===== config.mk =====
export PLATFORM = sky130hd
export DESIGN_NAME = hdlc_len_guard
export DESIGN_NICKNAME = d
export VERILOG_FILES = /design/src/rtl/hlg_pkg.sv /design/src/rtl/hlg_len_cnt.sv /design/src/rtl/hlg_frame_ctl.sv /design/src/rtl/hlg_status.sv /design/src/rtl/hdlc_len_guard.sv
export SDC_FILE = /design/constraint.sdc
export NUM_CORES = 1
export LEC_CHECK = 0
export CORE_MARGIN = 4
export CORE_UTILIZATION = 48
export DETAILED_ROUTE_END_ITERATION = 8
export HOLD_SLACK_MARGIN = 0.06
export PLACE_DENSITY_LB_ADDON = 0.1
export SYNTH_ARGS = -nofsm -noshare
export SYNTH_HDL_FRONTEND = slang
export SYNTH_HIERARCHICAL = 1
export SYNTH_SLANG_ARGS = --single-unit

===== constraint.sdc =====
create_clock -name clk -period 2.2 [get_ports clk]
set_input_delay 0.44 -clock clk [delete_from_list [all_inputs] [get_ports clk]]
set_output_delay 0.44 -clock clk [all_outputs]
set_load 0.02 [all_outputs]

===== src/rtl/hlg_pkg.sv =====
package hlg_pkg;

    // Frame tracking state shared by the control logic
    typedef struct packed {
        logic in_frame;
        logic viol;
    } hlg_frame_t;

    localparam int unsigned HLG_LEN_W = 16;

endpackage


===== src/rtl/hlg_len_cnt.sv =====
module hlg_len_cnt #(
    parameter int unsigned LEN_W = 16
) (
    input  logic             clk,
    input  logic             rst_n,
    input  logic             load_i,
    input  logic [LEN_W-1:0] lim_i,
    input  logic             take_i,
    output logic             room_o,
    output logic [LEN_W-1:0] cnt_now_o
);

    typedef struct packed {
        logic [LEN_W-1:0] rem;
        logic [LEN_W-1:0] cnt;
    } cnt_st_t;

    cnt_st_t st_d, st_q;

    always_comb begin
        st_d = st_q;
        // A byte taken this cycle belongs to the frame open before the cycle
        if (take_i) begin
            st_d.rem = st_q.rem - LEN_W'(1);
            st_d.cnt = st_q.cnt + LEN_W'(1);
        end
        // An opening flag then starts a fresh budget
        if (load_i) begin
            st_d.rem = lim_i;
            st_d.cnt = '0;
        end
    end

    always_ff @(posedge clk or negedge rst_n) begin
        if (!rst_n) st_q <= '0;
        else        st_q <= st_d;
    end

    assign room_o    = (st_q.rem != '0);
    assign cnt_now_o = take_i ? st_q.cnt + LEN_W'(1) : st_q.cnt;


    take_dec_chk: assert property (@(posedge clk) disable iff (!rst_n)
        (take_i && !load_i) |=> (st_q.rem == $past(st_q.rem) - LEN_W'(1)));


    load_fresh_chk: assert property (@(posedge clk) disable iff (!rst_n)
        load_i |=> (st_q.cnt == '0 && st_q.rem == $past(lim_i)));

endmodule


===== src/rtl/hlg_frame_ctl.sv =====
module hlg_frame_ctl
    import hlg_pkg::*;
(
    input  logic clk,
    input  logic rst_n,
    input  logic sof_i,
    input  logic eof_i,
    input  logic byte_vld_i,
    input  logic room_i,
    output logic take_o,
    output logic close_o,
    output logic viol_now_o
);

    hlg_frame_t fr_d, fr_q;
    logic       over;

    assign take_o     = fr_q.in_frame & byte_vld_i & room_i;
    assign over       = fr_q.in_frame & byte_vld_i & ~room_i;
    assign close_o    = fr_q.in_frame & eof_i;
    assign viol_now_o = fr_q.viol | over;

    always_comb begin
        fr_d      = fr_q;
        fr_d.viol = fr_q.viol | over;
        if (eof_i) fr_d.in_frame = 1'b0;
        if (sof_i) begin
            fr_d.in_frame = 1'b1;
            fr_d.viol     = 1'b0;
        end
    end

    always_ff @(posedge clk or negedge rst_n) begin
        if (!rst_n) fr_q <= '0;
        else        fr_q <= fr_d;
    end


    sof_clear_chk: assert property (@(posedge clk) disable iff (!rst_n)
        sof_i |=> (fr_q.in_frame && !fr_q.viol));


    viol_cause_chk: assert property (@(posedge clk) disable iff (!rst_n)
        $rose(fr_q.viol) |-> $past(fr_q.in_frame && byte_vld_i && !room_i));

endmodule


===== src/rtl/hlg_status.sv =====
module hlg_status #(
    parameter int unsigned LEN_W = 16
) (
    input  logic             clk,
    input  logic             rst_n,
    input  logic             fire_i,
    input  logic             lg_i,
    input  logic [LEN_W-1:0] len_i,
    output logic             vld_o,
    output logic             lg_o,
    output logic [LEN_W-1:0] len_o
);

    typedef struct packed {
        logic             vld;
        logic             lg;
        logic [LEN_W-1:0] len;
    } stat_t;

    stat_t s_d, s_q;

    always_comb begin
        s_d     = s_q;
        s_d.vld = fire_i;
        if (fire_i) begin
            s_d.lg  = lg_i;
            s_d.len = len_i;
        end
    end

    always_ff @(posedge clk or negedge rst_n) begin
        if (!rst_n) s_q <= '0;
        else        s_q <= s_d;
    end

    assign vld_o = s_q.vld;
    assign lg_o  = s_q.lg;
    assign len_o = s_q.len;


    held_when_idle_chk: assert property (@(posedge clk) disable iff (!rst_n)
        !fire_i |=> ($stable(s_q.len) && !s_q.vld));

endmodule


===== src/rtl/hdlc_len_guard.sv =====
module hdlc_len_guard
    import hlg_pkg::*;
#(
    parameter int unsigned LEN_W = HLG_LEN_W
) (
    input  logic             clk,
    input  logic             rst_n,
    input  logic [LEN_W-1:0] max_len_i,
    input  logic             sof_i,
    input  logic             byte_vld_i,
    input  logic             eof_i,
    output logic             byte_wr_o,
    output logic             status_vld_o,
    output logic             status_lg_o,
    output logic [LEN_W-1:0] status_len_o
);

    logic             room;
    logic             take;
    logic             close;
    logic             viol_now;
    logic [LEN_W-1:0] cnt_now;

    hlg_frame_ctl u_ctl (
        .clk        (clk),
        .rst_n      (rst_n),
        .sof_i      (sof_i),
        .eof_i      (eof_i),
        .byte_vld_i (byte_vld_i),
        .room_i     (room),
        .take_o     (take),
        .close_o    (close),
        .viol_now_o (viol_now)
    );

    hlg_len_cnt #(.LEN_W(LEN_W)) u_cnt (
        .clk       (clk),
        .rst_n     (rst_n),
        .load_i    (sof_i),
        .lim_i     (max_len_i),
        .take_i    (take),
        .room_o    (room),
        .cnt_now_o (cnt_now)
    );

    hlg_status #(.LEN_W(LEN_W)) u_stat (
        .clk    (clk),
        .rst_n  (rst_n),
        .fire_i (close),
        .lg_i   (viol_now),
        .len_i  (cnt_now),
        .vld_o  (status_vld_o),
        .lg_o   (status_lg_o),
        .len_o  (status_len_o)
    );

    assign byte_wr_o = take;


    wr_needs_byte_chk: assert property (@(posedge clk) disable iff (!rst_n)
        byte_wr_o |-> byte_vld_i);


    idle_eof_quiet_chk: assert property (@(posedge clk) disable iff (!rst_n)
        (eof_i && !close) |=> !status_vld_o);

endmodule


==> flow_metrics.env <==
export IMPL_drive_gt1_share_pct=30.13
export IMPL_die_x_um=81.65
export IMPL_final_max_slew_viol_count=0
export IMPL_maxCapViolations=0
export IMPL_critPathSlowestCell="dfrtp_1"
export IMPL_final_area_mm2=0.003545
export IMPL_period_needed_ps=2156
export IMPL_setup_tns_final_ps=0
export IMPL_post_dp_hpwl_um=3664
export IMPL_whs_ps=501.7
export IMPL_gp_congestion=0.8157
export IMPL_clk_pin_slew_worst_paths_ps=90
export IMPL_rsz0062_at_grt="yes"
export IMPL_synth_top_family_by_area="simple AND/OR/NAND/NOR gates"
export IMPL_finalSetupViolCount=0
export IMPL_dieArea_mm2=0.006667
export IMPL_cts_max_level=2
export IMPL_root_buffer="clkbuf_8"
export IMPL_synthCells=224
export IMPL_clock_latency_ps=300
export IMPL_die_y_um=81.65
export IMPL_synth_edf_count=0
export IMPL_power_per_cell_area_mw_per_mm2=584.2
export IMPL_yosys_area_share_adder_pct=0.9611
export IMPL_drt_iter0_markers=43
export IMPL_yosysUniqueCellTypes=46
export IMPL_crit_buf_inv=2
export IMPL_worst_pin_slew_ps=358.9
export IMPL_hold_viol=0
export IMPL_grt_pass1_vias=1892
export IMPL_floorplan_initialDensity_pct=50.34
export IMPL_final_common_cell="dfrtp_1"
export IMPL_wl_um=5102
export IMPL_postRouteAntennaNets=0
export IMPL_synthXorXnorAreaFrac_pct=9.419
export IMPL_leakage_uw=0.001656
export IMPL_via_per_inst=4.973
export IMPL_end_kind="register"
export IMPL_status="finished, final reports clean"
export IMPL_cp_top_family="simple AND/OR/NAND/NOR gates"
export IMPL_clock_sinks=52
export IMPL_grt_pass1_wl_um=8266
export IMPL_path_class="reg2reg"
export IMPL_synth_simple_area_share_pct=21.62
export IMPL_dr_total_vias=1850
export IMPL_startpoint_type="register"
export IMPL_grt_util_all_layers_pct=15.93
export IMPL_syn_nets=247
export IMPL_synth_seq_cells=52
export IMPL_synth_mux_area_share_pct=10.09
export IMPL_cts_buffers=5
export IMPL_path_cells="inv_1, ha_2, nor3b_2, nand4_1, and3_4, buf_6, nand4_4, nor4_4, xor2_1, mux2_4"
export IMPL_ys_warn_count=6
export IMPL_numPortBuffers=39
export IMPL_synth_area_mm2=0.002604
export IMPL_finalCritPeriodShare_pct=98.02
export IMPL_grt_max_degree=39
export IMPL_worst_ep_required_time_ps=2390
export IMPL_insertedDiodeCount=0
export IMPL_async_flop_share_pct=100.0
export IMPL_crit_fanout=6
export IMPL_io_pins=40
export IMPL_synthToLayoutAreaGrowth_pct=36.14
export IMPL_avgSynthCellArea_um2=11.62
export IMPL_grt_ovfl_total=0
export IMPL_core_area_mm2=0.005172
export IMPL_skew_ps=4.600
export IMPL_placed_area_mm2=0.003292
export IMPL_antenna_found_initial=0
export IMPL_hold_class="reg2reg"
export IMPL_synth_compound_area_share_pct=5.142
export IMPL_ir_worst_vdd_v=0.0004157
export IMPL_slew_headroom_pct=76.07
export IMPL_nNetsFinal=324
export IMPL_synth_main_ff_cell="dfrtp_1"
export IMPL_wl_per_cell_um=13.72
export IMPL_slowest_delay_ps=350
export IMPL_layout_common_cells="52 x dfrtp_1, 37 x clkdlybuf4s50_1, 34 x buf_4, 23 x nand2_1, 17 x xor2_1"
export IMPL_fmax_ghz=0.4637
export IMPL_core_rowCount=26
export IMPL_seq_area_frac_synth_pct=49.98
export IMPL_clock_path_buffers=2
export IMPL_cp_arrival_ps=2340
export IMPL_cts_tree="done"
export IMPL_firstDrtPassIters=4
export IMPL_drc=0
[layer usage]
metal  GRT usage (%)  share of wire, %  vias up
li1                -                 -      931
met1           18.78                42      879
met2           29.56                53       35
met3           3.289               3.6        5
met4           3.654              0.74        0
met5               0                 0        -
[timing repair]
item,4_1_cts,5_1_grt
buffers inserted,1,4
hold buffers,1,0
pin swaps,2,6
resized for setup,5,14
endpoints found under the setup margin,10,17
hold endpoints to repair,14,0
[metrics by stage]
| step | utilization [%] | power, µW | instances | worst slack [ps] |
|---|---|---|---|---|
| after global placement | 63.64 | 1379 | 358 | -57.71 |
| after global routing | 68.53 | 2177 | 372 | -71.08 |
| final | 68.53 | 2071 | 372 | 43.55 |
| after detailed placement | 63.64 | 1384 | 358 | -71.76 |
| after floorplan | - | 1209 | 224 | -57.01 |
| after CTS | 66.38 | 2089 | 368 | 61.03 |
[worst paths after layout]
check,from,endpoint,slack [ps],cells past startpoint
max,u_cnt/st_q[16]$_DFFE_PN0P_,u_stat/len_o[12]$_DFFE_PN0P_,40,10
min,u_ctl/fr_q[0]$_DFF_PN0_,u_ctl/fr_q[0]$_DFF_PN0_,500,2
max reg2reg,u_cnt/st_q[16]$_DFFE_PN0P_,u_stat/len_o[12]$_DFFE_PN0P_,40,10
min reg2reg,u_ctl/fr_q[0]$_DFF_PN0_,u_ctl/fr_q[0]$_DFF_PN0_,500,2
max in group asynchronous,rst_n,u_stat/lg_o$_DFFE_PN0P_,1090,3
min in group asynchronous,rst_n,u_stat/len_o[2]$_DFFE_PN0P_,600,2
[cells by family after synthesis]
| kind of cell | Yosys count |
|---|---|
| muxes | 20 |
| buffers and inverters | 11 |
| xor gates and xnor gates | 28 |
| adders and majority gates | 2 |
| DFF | 52 |
| and+or+nand+nor | 88 |
| AOI/OAI and AO/OA | 23 |
[state kept, by name, summed over array words and instances (netlist names)]
signal,flops
u_stat/len_o,16
u_stat/lg_o,1
u_cnt/st_q,32
u_ctl/fr_q,2
u_stat/vld_o,1
[worst reg2reg max path: stages, from the launching register on]
cell and delay [ps]:
dfrtp_1 350, inv_1 50, ha_2 190, nor3b_2 150
nand4_1 120, and3_4 240, buf_6 120, nand4_4 140
nor4_4 330, xor2_1 110, mux2_4 260
[cells in the mapped netlist (2+ instances only)]
| cell type | count | share of area [%] |
|---|---|---|
| or4_1 | 2 | 0.58 |
| nand2b_1 | 2 | 0.48 |
| nor4_1 | 3 | 0.72 |
| nand4_1 | 7 | 1.7 |
| nand2_1 | 23 | 3.3 |
| dfrtp_1 | 52 | 50 |
| nand3b_1 | 2 | 0.58 |
| ha_1 | 2 | 0.96 |
| and3_1 | 2 | 0.48 |
| nor2_1 | 6 | 0.86 |
| o21ai_1 | 10 | 1.9 |
| nand3_1 | 7 | 1.3 |
| clkbuf_1 | 5 | 0.72 |
| xnor2_1 | 11 | 3.7 |
| nor3_1 | 3 | 0.58 |
| a21oi_1 | 2 | 0.38 |
| o21ai_0 | 6 | 1.2 |
| buf_6 | 2 | 0.86 |
| nor2b_1 | 14 | 3.4 |
| nor4_2 | 2 | 0.96 |
| mux2_2 | 9 | 3.9 |
| inv_1 | 3 | 0.43 |
| mux2_4 | 10 | 5.8 |
| xor2_1 | 17 | 5.7 |
[power breakdown]
group | leakage, µW | internal [µW] | switching [µW]
clock | 0.0000645 | 401 | 291
combinational | 0.000902 | 188 | 159
sequential | 0.000689 | 999 | 32.3
[cell type report]
type | count | area, µm²
well taps | 70 | 87.58
flip-flops and latches | 52 | 1301
clock inverters | 1 | 30.03
clock buffers | 7 | 96.34
multi-input cells | 161 | 1310
repair buffers | 78 | 708.2
inverters | 3 | 11.26
fillers | 383 | 1628
Power figures use the tool's default switching activity.
